### config.mk
export PLATFORM = sky130hd
export DESIGN_NAME = notify_post_proc
export DESIGN_NICKNAME = d
export VERILOG_FILES = /design/src/rtl/npp_pkg.sv /design/src/rtl/npp_prio_enc.sv /design/src/rtl/npp_seq.sv /design/src/rtl/npp_desc_store.sv /design/src/rtl/npp_virt_regs.sv /design/src/rtl/notify_post_proc.sv
export SDC_FILE = /design/constraint.sdc
export NUM_CORES = 1
export LEC_CHECK = 0
export BUFFER_PORTS_ARGS = -buffer_cell sky130_fd_sc_hd__buf_4
export CAP_MARGIN = 20
export CELL_PAD_IN_SITES_DETAIL_PLACEMENT = 1
export CELL_PAD_IN_SITES_GLOBAL_PLACEMENT = 1
export CORE_ASPECT_RATIO = 1.2
export CORE_MARGIN = 10
export CORE_UTILIZATION = 33
export DETAILED_ROUTE_END_ITERATION = 6
export GPL_TIMING_DRIVEN = 0
export PLACE_DENSITY = 0.77
export SYNTH_ARGS = -nofsm -noshare
export SYNTH_HDL_FRONTEND = slang
export SYNTH_HIERARCHICAL = 1
export SYNTH_SLANG_ARGS = --single-unit
### constraint.sdc
create_clock -name clk -period 2.99 [get_ports clk]
set_clock_uncertainty 0.1 [all_clocks]
set_input_delay 0.598 -clock clk [delete_from_list [all_inputs] [get_ports clk]]
set_output_delay 0.598 -clock clk [all_outputs]
set_load 0.02 [all_outputs]
### src/rtl/npp_pkg.sv
package npp_pkg;

    localparam int NPP_NVEC  = 256;
    localparam int NPP_AUX_W = 7;
    localparam int NPP_EOI_W = 32;

    typedef enum logic [2:0] {
        ST_IDLE,
        ST_ACK,
        ST_CHECK,
        ST_CLR_ON,
        ST_EOI,
        ST_MERGE,
        ST_RVI,
        ST_EVAL
    } npp_state_e;

    typedef struct packed {
        logic ack;
        logic clr_on;
        logic eoi;
        logic merge;
        logic rvi_upd;
        logic eval;
    } npp_ctl_t;

    function automatic npp_ctl_t npp_decode(input npp_state_e st);
        npp_ctl_t c;
        c         = '0;
        c.ack     = (st == ST_ACK);
        c.clr_on  = (st == ST_CLR_ON);
        c.eoi     = (st == ST_EOI);
        c.merge   = (st == ST_MERGE);
        c.rvi_upd = (st == ST_RVI);
        c.eval    = (st == ST_EVAL);
        return c;
    endfunction

endpackage

### src/rtl/npp_prio_enc.sv
module npp_prio_enc #(
    parameter int N = 256,
    localparam int W = $clog2(N)
) (
    input  logic [N-1:0] bits,
    output logic         any,
    output logic [W-1:0] idx
);
    always_comb begin
        any = |bits;
        idx = '0;
        for (int i = 0; i < N; i++) begin
            if (bits[i]) idx = W'(i);
        end
    end
endmodule

### src/rtl/npp_seq.sv
module npp_seq
    import npp_pkg::*;
#(
    parameter int VEC_W = 8
) (
    input  logic             clk,
    input  logic             rst,
    input  logic             irq_pend,
    input  logic [VEC_W-1:0] irq_vec,
    input  logic [VEC_W-1:0] notif_vec,
    output npp_ctl_t         ctl,
    output logic             vmexit,
    output logic [VEC_W-1:0] exit_vec,
    output logic             done
);
    npp_state_e       state_q, state_d;
    logic [VEC_W-1:0] vec_q;
    logic             done_q;
    logic             hit;

    assign hit = (vec_q == notif_vec);

    always_comb begin
        state_d = state_q;
        unique case (state_q)
            ST_IDLE:   if (irq_pend) state_d = ST_ACK;
            ST_ACK:    state_d = ST_CHECK;
            ST_CHECK:  state_d = hit ? ST_CLR_ON : ST_IDLE;
            ST_CLR_ON: state_d = ST_EOI;
            ST_EOI:    state_d = ST_MERGE;
            ST_MERGE:  state_d = ST_RVI;
            ST_RVI:    state_d = ST_EVAL;
            ST_EVAL:   state_d = ST_IDLE;
            default:   state_d = ST_IDLE;
        endcase
    end

    always_ff @(posedge clk) begin
        if (rst) begin
            state_q <= ST_IDLE;
            vec_q   <= '0;
            done_q  <= 1'b0;
        end else begin
            state_q <= state_d;
            if (state_q == ST_ACK) vec_q <= irq_vec;
            done_q <= (state_q == ST_EVAL) || ((state_q == ST_CHECK) && !hit);
        end
    end

    assign ctl      = npp_decode(state_q);
    assign vmexit   = (state_q == ST_CHECK) && !hit;
    assign exit_vec = vec_q;
    assign done     = done_q;


    ack_single_chk: assert property (@(posedge clk) disable iff (rst)
        ctl.ack |=> !ctl.ack);

    eoi_after_clr_chk: assert property (@(posedge clk) disable iff (rst)
        ctl.eoi |-> $past(ctl.clr_on));

    done_after_eval_chk: assert property (@(posedge clk) disable iff (rst)
        ctl.eval |=> done);

    exit_no_eoi_chk: assert property (@(posedge clk) disable iff (rst)
        vmexit |=> (!ctl.eoi && !ctl.clr_on && done));
endmodule

### src/rtl/npp_desc_store.sv
module npp_desc_store #(
    parameter int NVEC  = 256,
    parameter int AUX_W = 7,
    localparam int VEC_W = $clog2(NVEC)
) (
    input  logic             clk,
    input  logic             rst,
    input  logic             post_we,
    input  logic [VEC_W-1:0] post_vec,
    input  logic             aux_we,
    input  logic [AUX_W-1:0] aux_wdata,
    input  logic             clr_on,
    input  logic             lock,
    output logic [NVEC-1:0]  pir,
    output logic             on,
    output logic [AUX_W-1:0] aux
);
    logic [NVEC-1:0]  pir_q;
    logic             on_q;
    logic [AUX_W-1:0] aux_q;
    logic             buf_v;
    logic [VEC_W-1:0] buf_idx;
    logic [NVEC-1:0]  post_mask, buf_mask;
    logic             post_live;

    assign post_live = post_we && !lock;
    assign post_mask = post_live ? (NVEC'(1) << post_vec) : '0;
    assign buf_mask  = buf_v     ? (NVEC'(1) << buf_idx)  : '0;

    always_ff @(posedge clk) begin
        if (rst) begin
            pir_q   <= '0;
            on_q    <= 1'b0;
            aux_q   <= '0;
            buf_v   <= 1'b0;
            buf_idx <= '0;
        end else begin
            if (lock) pir_q <= '0;
            else      pir_q <= pir_q | post_mask | buf_mask;

            if (lock && post_we) begin
                buf_v   <= 1'b1;
                buf_idx <= post_vec;
            end else if (!lock) begin
                buf_v   <= 1'b0;
            end

            if (post_live || (buf_v && !lock)) on_q <= 1'b1;
            else if (clr_on)                   on_q <= 1'b0;

            if (aux_we) aux_q <= aux_wdata;
        end
    end

    assign pir = pir_q;
    assign on  = on_q;
    assign aux = aux_q;


    clear_after_lock_chk: assert property (@(posedge clk) disable iff (rst)
        lock |=> (pir == '0));

    park_during_lock_chk: assert property (@(posedge clk) disable iff (rst)
        (lock && post_we) |=> buf_v);

    park_lands_chk: assert property (@(posedge clk) disable iff (rst)
        (buf_v && !lock) |=> (pir[$past(buf_idx)] && on));

    aux_kept_chk: assert property (@(posedge clk) disable iff (rst)
        (clr_on && !aux_we) |=> $stable(aux));
endmodule

### src/rtl/npp_virt_regs.sv
module npp_virt_regs #(
    parameter int NVEC = 256,
    localparam int VEC_W = $clog2(NVEC)
) (
    input  logic             clk,
    input  logic             rst,
    input  logic             merge,
    input  logic             rvi_upd,
    input  logic [NVEC-1:0]  pir,
    output logic [NVEC-1:0]  virr,
    output logic [VEC_W-1:0] rvi
);
    logic             any_c, any_q;
    logic [VEC_W-1:0] hi_c, hi_q;
    logic [NVEC-1:0]  virr_q;
    logic [VEC_W-1:0] rvi_q;

    npp_prio_enc #(.N(NVEC)) u_enc (
        .bits (pir),
        .any  (any_c),
        .idx  (hi_c)
    );

    always_ff @(posedge clk) begin
        if (rst) begin
            virr_q <= '0;
            rvi_q  <= '0;
            any_q  <= 1'b0;
            hi_q   <= '0;
        end else begin
            if (merge) begin
                virr_q <= virr_q | pir;
                any_q  <= any_c;
                hi_q   <= hi_c;
            end
            if (rvi_upd && any_q && (hi_q > rvi_q)) rvi_q <= hi_q;
        end
    end

    assign virr = virr_q;
    assign rvi  = rvi_q;


    rvi_monotone_chk: assert property (@(posedge clk) disable iff (rst)
        1'b1 |=> (rvi >= $past(rvi)));

    virr_only_on_merge_chk: assert property (@(posedge clk) disable iff (rst)
        !merge |=> (virr == $past(virr)));
endmodule

### src/rtl/notify_post_proc.sv
module notify_post_proc
    import npp_pkg::*;
#(
    parameter int NVEC  = NPP_NVEC,
    parameter int AUX_W = NPP_AUX_W,
    parameter int EOI_W = NPP_EOI_W,
    localparam int VEC_W = $clog2(NVEC)
) (
    input  logic             clk,
    input  logic             rst,
    input  logic             irq_pend,
    input  logic [VEC_W-1:0] irq_vec,
    output logic             irq_ack,
    input  logic [VEC_W-1:0] notif_vec,
    output logic             vmexit,
    output logic [VEC_W-1:0] exit_vec,
    input  logic             post_we,
    input  logic [VEC_W-1:0] post_vec,
    output logic             post_stall,
    input  logic             aux_we,
    input  logic [AUX_W-1:0] aux_wdata,
    output logic [NVEC-1:0]  desc_pir,
    output logic             desc_on,
    output logic [AUX_W-1:0] desc_aux,
    output logic             eoi_wr,
    output logic [EOI_W-1:0] eoi_data,
    output logic [NVEC-1:0]  virr,
    output logic [VEC_W-1:0] rvi,
    output logic             eval_pend,
    output logic             done
);
    npp_ctl_t ctl;

    npp_seq #(.VEC_W(VEC_W)) u_seq (
        .clk       (clk),
        .rst       (rst),
        .irq_pend  (irq_pend),
        .irq_vec   (irq_vec),
        .notif_vec (notif_vec),
        .ctl       (ctl),
        .vmexit    (vmexit),
        .exit_vec  (exit_vec),
        .done      (done)
    );

    npp_desc_store #(.NVEC(NVEC), .AUX_W(AUX_W)) u_desc (
        .clk       (clk),
        .rst       (rst),
        .post_we   (post_we),
        .post_vec  (post_vec),
        .aux_we    (aux_we),
        .aux_wdata (aux_wdata),
        .clr_on    (ctl.clr_on),
        .lock      (ctl.merge),
        .pir       (desc_pir),
        .on        (desc_on),
        .aux       (desc_aux)
    );

    npp_virt_regs #(.NVEC(NVEC)) u_virt (
        .clk     (clk),
        .rst     (rst),
        .merge   (ctl.merge),
        .rvi_upd (ctl.rvi_upd),
        .pir     (desc_pir),
        .virr    (virr),
        .rvi     (rvi)
    );

    assign irq_ack    = ctl.ack;
    assign post_stall = ctl.merge;
    assign eoi_wr     = ctl.eoi;
    assign eoi_data   = '0;
    assign eval_pend  = ctl.eval;


    post_sets_flag_chk: assert property (@(posedge clk) disable iff (rst)
        (post_we && !post_stall) |=> (desc_on && desc_pir[$past(post_vec)]));

    stall_one_cycle_chk: assert property (@(posedge clk) disable iff (rst)
        post_stall |=> !post_stall);
endmodule

==> results of run 1 <==
## power breakdown
group	switching [mW]	internal (mW)	leakage, nW
clock network	3.28	4.10	0.953
logic	0.606	0.260	7.35
registers	0.0334	7.46	4.50
## state kept, by name (all words and copies together) (netlist names)
register	cells
u_desc/aux	7
u_desc/buf_idx	8
u_desc/buf_v	1
u_desc/on	1
u_desc/pir	256
u_seq/done	1
u_seq/exit_vec	8
u_seq/state_q	3
u_virt/any_q	1
u_virt/hi_q	8
u_virt/rvi	8
u_virt/virr	256
## worst paths after layout
path | to | slack, ns | cells past startpoint
max | u_virt/hi_q[1] | -0.05 | 9
min | u_desc/aux[6] | 0.1 | 3
max reg2reg | u_virt/hi_q[1] | -0.05 | 9
min reg2reg | u_virt/virr[138] | 0.37 | 2
## cell families after synthesis
group,Yosys count,share of synthesized area (%)
and+or+nand+nor,1125,23.1
AOI/OAI and AO/OA,765,21.9
DFF,558,47.6
buffers and inverters,257,5.20
muxes,32,1.37
xor gates and xnor gates,9,0.336
adders and majority gates,8,0.427
other,1,0.0160
## critical path: stages (launching register included)
cell and delay (ns):
dfxtp_1 0.45, nor4_1 0.33, o31a_1 0.18, nor4_1 0.06, o21ai_0 0.50, a21oi_1 0.25, o21ai_1 0.57, a21oi_1 0.21
mux2i_1 0.19, nor2_1 0.05
## per-stage QoR
step	TNS [ns]	hold WS, ns
3_5_place_dp	-11.25	0.355
3_3_place_gp	-321.21	0.347
5_1_grt	-0.0253	0.0886
6_report	-0.0677	0.0969
4_1_cts	0	0.0703
2_1_floorplan	0	0.361
## placed cells by master, fill, tap and decap left out, types with 16 or more instances in the layout
master / count
o221ai_1: 201
nor4_1: 72
a31oi_1: 37
o31ai_1: 16
nand3_1: 63
clkbuf_16: 61
nand4_1: 30
nor3_1: 55
conb_1: 32
o22ai_1: 36
dfxtp_1: 551
o21ai_0: 29
nand2_1: 321
clkbuf_1: 96
inv_1: 53
a21oi_1: 320
nor2b_1: 33
nor2_1: 395
buf_2: 47
a221o_1: 17
buf_4: 619
clkinv_2: 19
mux2i_1: 32
nand2b_1: 32
## area by class of cell
class,count,area [µm²]
clock buffer,80,1720
tap,926,1160
buffer,204,1030
antenna,2,5.00
sequential,558,11200
inverter,53,199
clock inverter,26,185
timing repair buffer,579,4350
fill,8506,39400
multi-input combinational,1971,11400
## metal layers
layer,global-route usage (%),vias to the layer above
li1,-,11400
met1,32.9,12900
met2,50.7,1428
met3,8.17,425
met4,17.9,4
met5,0,-
## repair_timing
item	in CTS	in global routing
setup buffers	0	3
gates resized for setup	29	37
pin swaps	1	4
setup endpoints to repair	92	42
==> impl_metrics.ini, run 1 <==
[pwr]
fin_total_pwr_mw = 15.7
power_density_nw_per_um2 = 503
peakVddDrop_mv = 0.402
total_leakage_power_nw = 12.8

[detailed_routing]
ant_nets = 0
top_layer = met5
drc = 0
drt-initial-drc-count = 2447
dr_wl_met3_um = 12300
wl_met2_um = 62400
vias_per_cell = 5.96
via_count = 26200
wl_met1_um = 47400
drt-total-wl_um = 131000
wire_per_inst_um = 29.7
dr.pass1.iters = 6

[critical_path]
crit_type = flip-flop to flip-flop
worstPathRequired_ns = 3.38
endpoint_kind = flip-flop
timing.rr.start = u_desc/pir[10]
cp_max_fo = 8
start_kind = flip-flop
crit_arrival_ns = 3.43
cp-startpoint = u_desc/pir[10]

[sta]
timing.final.crit_share_pct = 102
setup_viol = 2
max_freq_mhz = 329
slew_headroom_pct = 20.4
hold_viol = 0
worst_slew_pin_slew_ns = 1.19
slew_violations = 0
setup_slack_ns = -0.0504
layout_min_cycle_time_ns = 3.04

[global_routing]
gr-usage-all-layers_pct = 29.8
grt_pass1_vias = 26500
antenna_found_initial = 3
grt-ovfl-total = 0
grt_max_degree = 16
grt_pass1_wl_um = 186000

[clocking]
cts.sinks = 558
htree_num_levels = 2
clk_latency_ns = 0.65
clk_pin_slew_worst_paths_ns = 0.06
postCtsHoldBufs = 0
cts-buffers-inserted = 59
ctsRootBufferMaster = clkbuf_16
max-clock-path-buffers = 3
cts_tree = built

[yosys]
synthCells = 2755
ys_async_sr_fraction_pct = 0
syn_area_um2 = 23500
ys.flop_type = dfxtp_1
ys_top_cells_by_count = dfxtp_1 (558), nor2_1 (397), a21oi_1 (322), nand2_1 (322), o221ai_1 (201)
synth.distinct_cells = 84
yosysMostFrequentCell = dfxtp_1
synth_seq_area_share_pct = 47.6
synth_area_leaders = dfxtp_1 (48%), o221ai_1 (7.5%), a21oi_1 (6.9%)
syn-mean-instance-area_um2 = 8.51
yosysTopAreaCellShare_pct = 47.6
ys_warn_count = 6
ys_ff_latch = 558
synth_edf_count = 0
synth_top_area_cell = dfxtp_1

[placement]
place_inst = 4288
io_buffers = 575
gp_congestion = 1.05
dpl_cell_area_um2 = 29100
dp_hpwl_um = 100000
dp_slack_ns = -0.734

[cells_and_area]
fin_area_um2 = 31300
layout.nets = 3470
final_util_pct = 44.2
area_growth_pct = 33.3
drive_above_1_share_pct = 24.9
stdcell_count = 4399

[floorplanning]
initial_core_util_pct = 33.2
core_area_um2 = 70700
io_pins = 610
die_h_um = 312
fp.dieW_um = 263
die_area_um2 = 82200
rows = 107

[worst_hold_path]
hold_path.startpoint = aux_wdata[6]
hold_path.class = input port to flip-flop

[status]
status = finished, violations left
violations = setup timing

[run]
cap_violations = 0
No activity file was read; power rests on OpenSTA's default activity.
==> inputs of run 2 (changes only) <==
Settings changed: RECOVER_POWER from default to 25, TNS_END_PERCENT from default to 50.
==> run 2 against run 1 <==
  * The run still ends with setup timing left
  * Die area is the same
  * Sequential cell count is the same
  * Non-clock buffer count did not move
  * Clock power hardly changed
  * Combinational power shrank 0.9%
  * Routed wire length is essentially flat
  * Count of clock-buffer cells in the layout is the same
  * Worst hold slack improved by 0.00080 ns
  * Sequential power about the same
  * Critical path depth stayed put
  * Worst setup slack lost 0.048 ns
  * Final cell count about the same
==> impl_metrics.ini, run 2 (synthesis results as in run 1) <==
[critical_path]
crit_path_top_delay_cell = o21ai_1
critPathMaxStageDelay_ns = 0.55
path_cells = nor4_1 > o31a_1 > nor4_1 > o21ai_0 > a21oi_1 > o21ai_1 > a21oi_1 > mux2i_1 > nor2_1
endpoint_kind = flip-flop
path_buf_inv = 0
critPathTopFamily = compound AO/OA/AOI/OAI gates
start_kind = flip-flop
cp_max_fo = 8
worstPathRequired_ns = 3.38
crit_type = flip-flop to flip-flop
crit_arrival_ns = 3.48
regToRegSetupSlack_ns = -0.1

[global_routing]
grt_pass1_vias = 26500
grt_pass1_wl_um = 186000
grt-ovfl-total = 0
antenna_found_initial = 4
grt_max_degree = 16
gr-usage-all-layers_pct = 29.8

[detailed_routing]
via_count = 26300
dr.pass1.iters = 6
drc = 0
ant_nets = 0
drt-total-wl_um = 131000
vias_per_cell = 5.97
drt-initial-drc-count = 2501
wire_per_inst_um = 29.7

[sta]
worst_slew_pin_slew_ns = 1.14
layout_min_cycle_time_ns = 3.09
max_freq_mhz = 324
rsz0062_at_grt = yes
setup_slack_ns = -0.0987
timing.final.crit_share_pct = 103
slew_headroom_pct = 24.0
setup_viol = 6
hold_viol = 0
slew_violations = 0

[placement]
place_inst = 4288
io_buffers = 575
dp_hpwl_um = 100000
gp_congestion = 1.05
dp_slack_ns = -0.734

[clocking]
ctsRootBufferMaster = clkbuf_16
cts-buffers-inserted = 59
htree_num_levels = 2
cts_tree = built
cts.sinks = 558
max-clock-path-buffers = 3
clk_pin_slew_worst_paths_ns = 0.06
postCtsHoldBufs = 0
clk_latency_ns = 0.65

[worst_hold_path]
hold_path.class = input port to flip-flop

[cells_and_area]
final_common_cell = dfxtp_1
seqCellArea_um2 = 11200
drive_above_1_share_pct = 17.5
multiInputGateArea_um2 = 11400
most-common-layout-cells = dfxtp_1 (551), nor2_1 (395), buf_4 (365), clkbuf_1 (353), nand2_1 (321)
final_util_pct = 42.9
area_growth_pct = 29.2
fill_cells = 8681
stdcell_count = 4401
layout.nets = 3470

[status]
status = finished, violations left
violations = setup timing

[floorplanning]
initial_core_util_pct = 33.2
io_pins = 610
fp.dieW_um = 263
rows = 107
die_area_um2 = 82200
core_area_um2 = 70700
die_h_um = 312

[pwr]
peakVddDrop_mv = 0.404
fin_total_pwr_mw = 15.7
total_leakage_power_nw = 11.7
power_density_nw_per_um2 = 519

[run]
cap_violations = 0
## run 2: what timing repair did
item	CTS	global route
endpoints found under the hold margin	0	0
gates cloned	0	0
resized for setup	28	35
setup endpoints to repair	92	42
pin swaps	1	4
buffers inserted	0	3
## run 2: final timing paths
path                   startpoint              end  depth (start not counted)
hold reg to reg   u_virt/virr[86]  u_virt/virr[86]                          2
hold / removal       aux_wdata[6]    u_desc/aux[6]                          3
setup / recovery   u_desc/pir[10]   u_virt/hi_q[1]                          9
setup reg to reg   u_desc/pir[10]   u_virt/hi_q[1]                          9
## run 2: layout make-up
cell class,instances,area share [%]
diodes,4,0.0330
flip-flops and latches,558,36.9
clock inverters,26,0.611
repair buffers,579,11.2
well taps,926,3.82
plain buffers,204,3.39
clock buffers,80,5.67
multi-input cells,1971,37.7
inverters,53,0.656
## run 2: routing by layer
layer	wire length, µm	GRT usage [%]
met4	8690	17.9
met3	12500	8.09
met2	62300	50.7
met5	14	0
met1	47400	32.9
## run 2: metrics by stage
step	instance area [µm²]	setup TNS, ns	hold slack (ns)
after floorplan	23600	0	0.361
after global placement	29000	-321.21	0.347
after detailed placement	29100	-11.25	0.355
after CTS	31100	-0.00963	0.0703
after global routing	30300	-0.168	0.0886
final	30300	-0.256	0.0977
## run 2: power by group
part           internal [mW]  switching, mW
Clock                   4.10           3.28
Combinational          0.253          0.605
Sequential              7.46         0.0332
Total                   11.8           3.91
## run 2: worst min-delay path: stages
cell and delay [ns]:
buf_4 0.08, mux2i_1 0.06, nor2_1 0.07
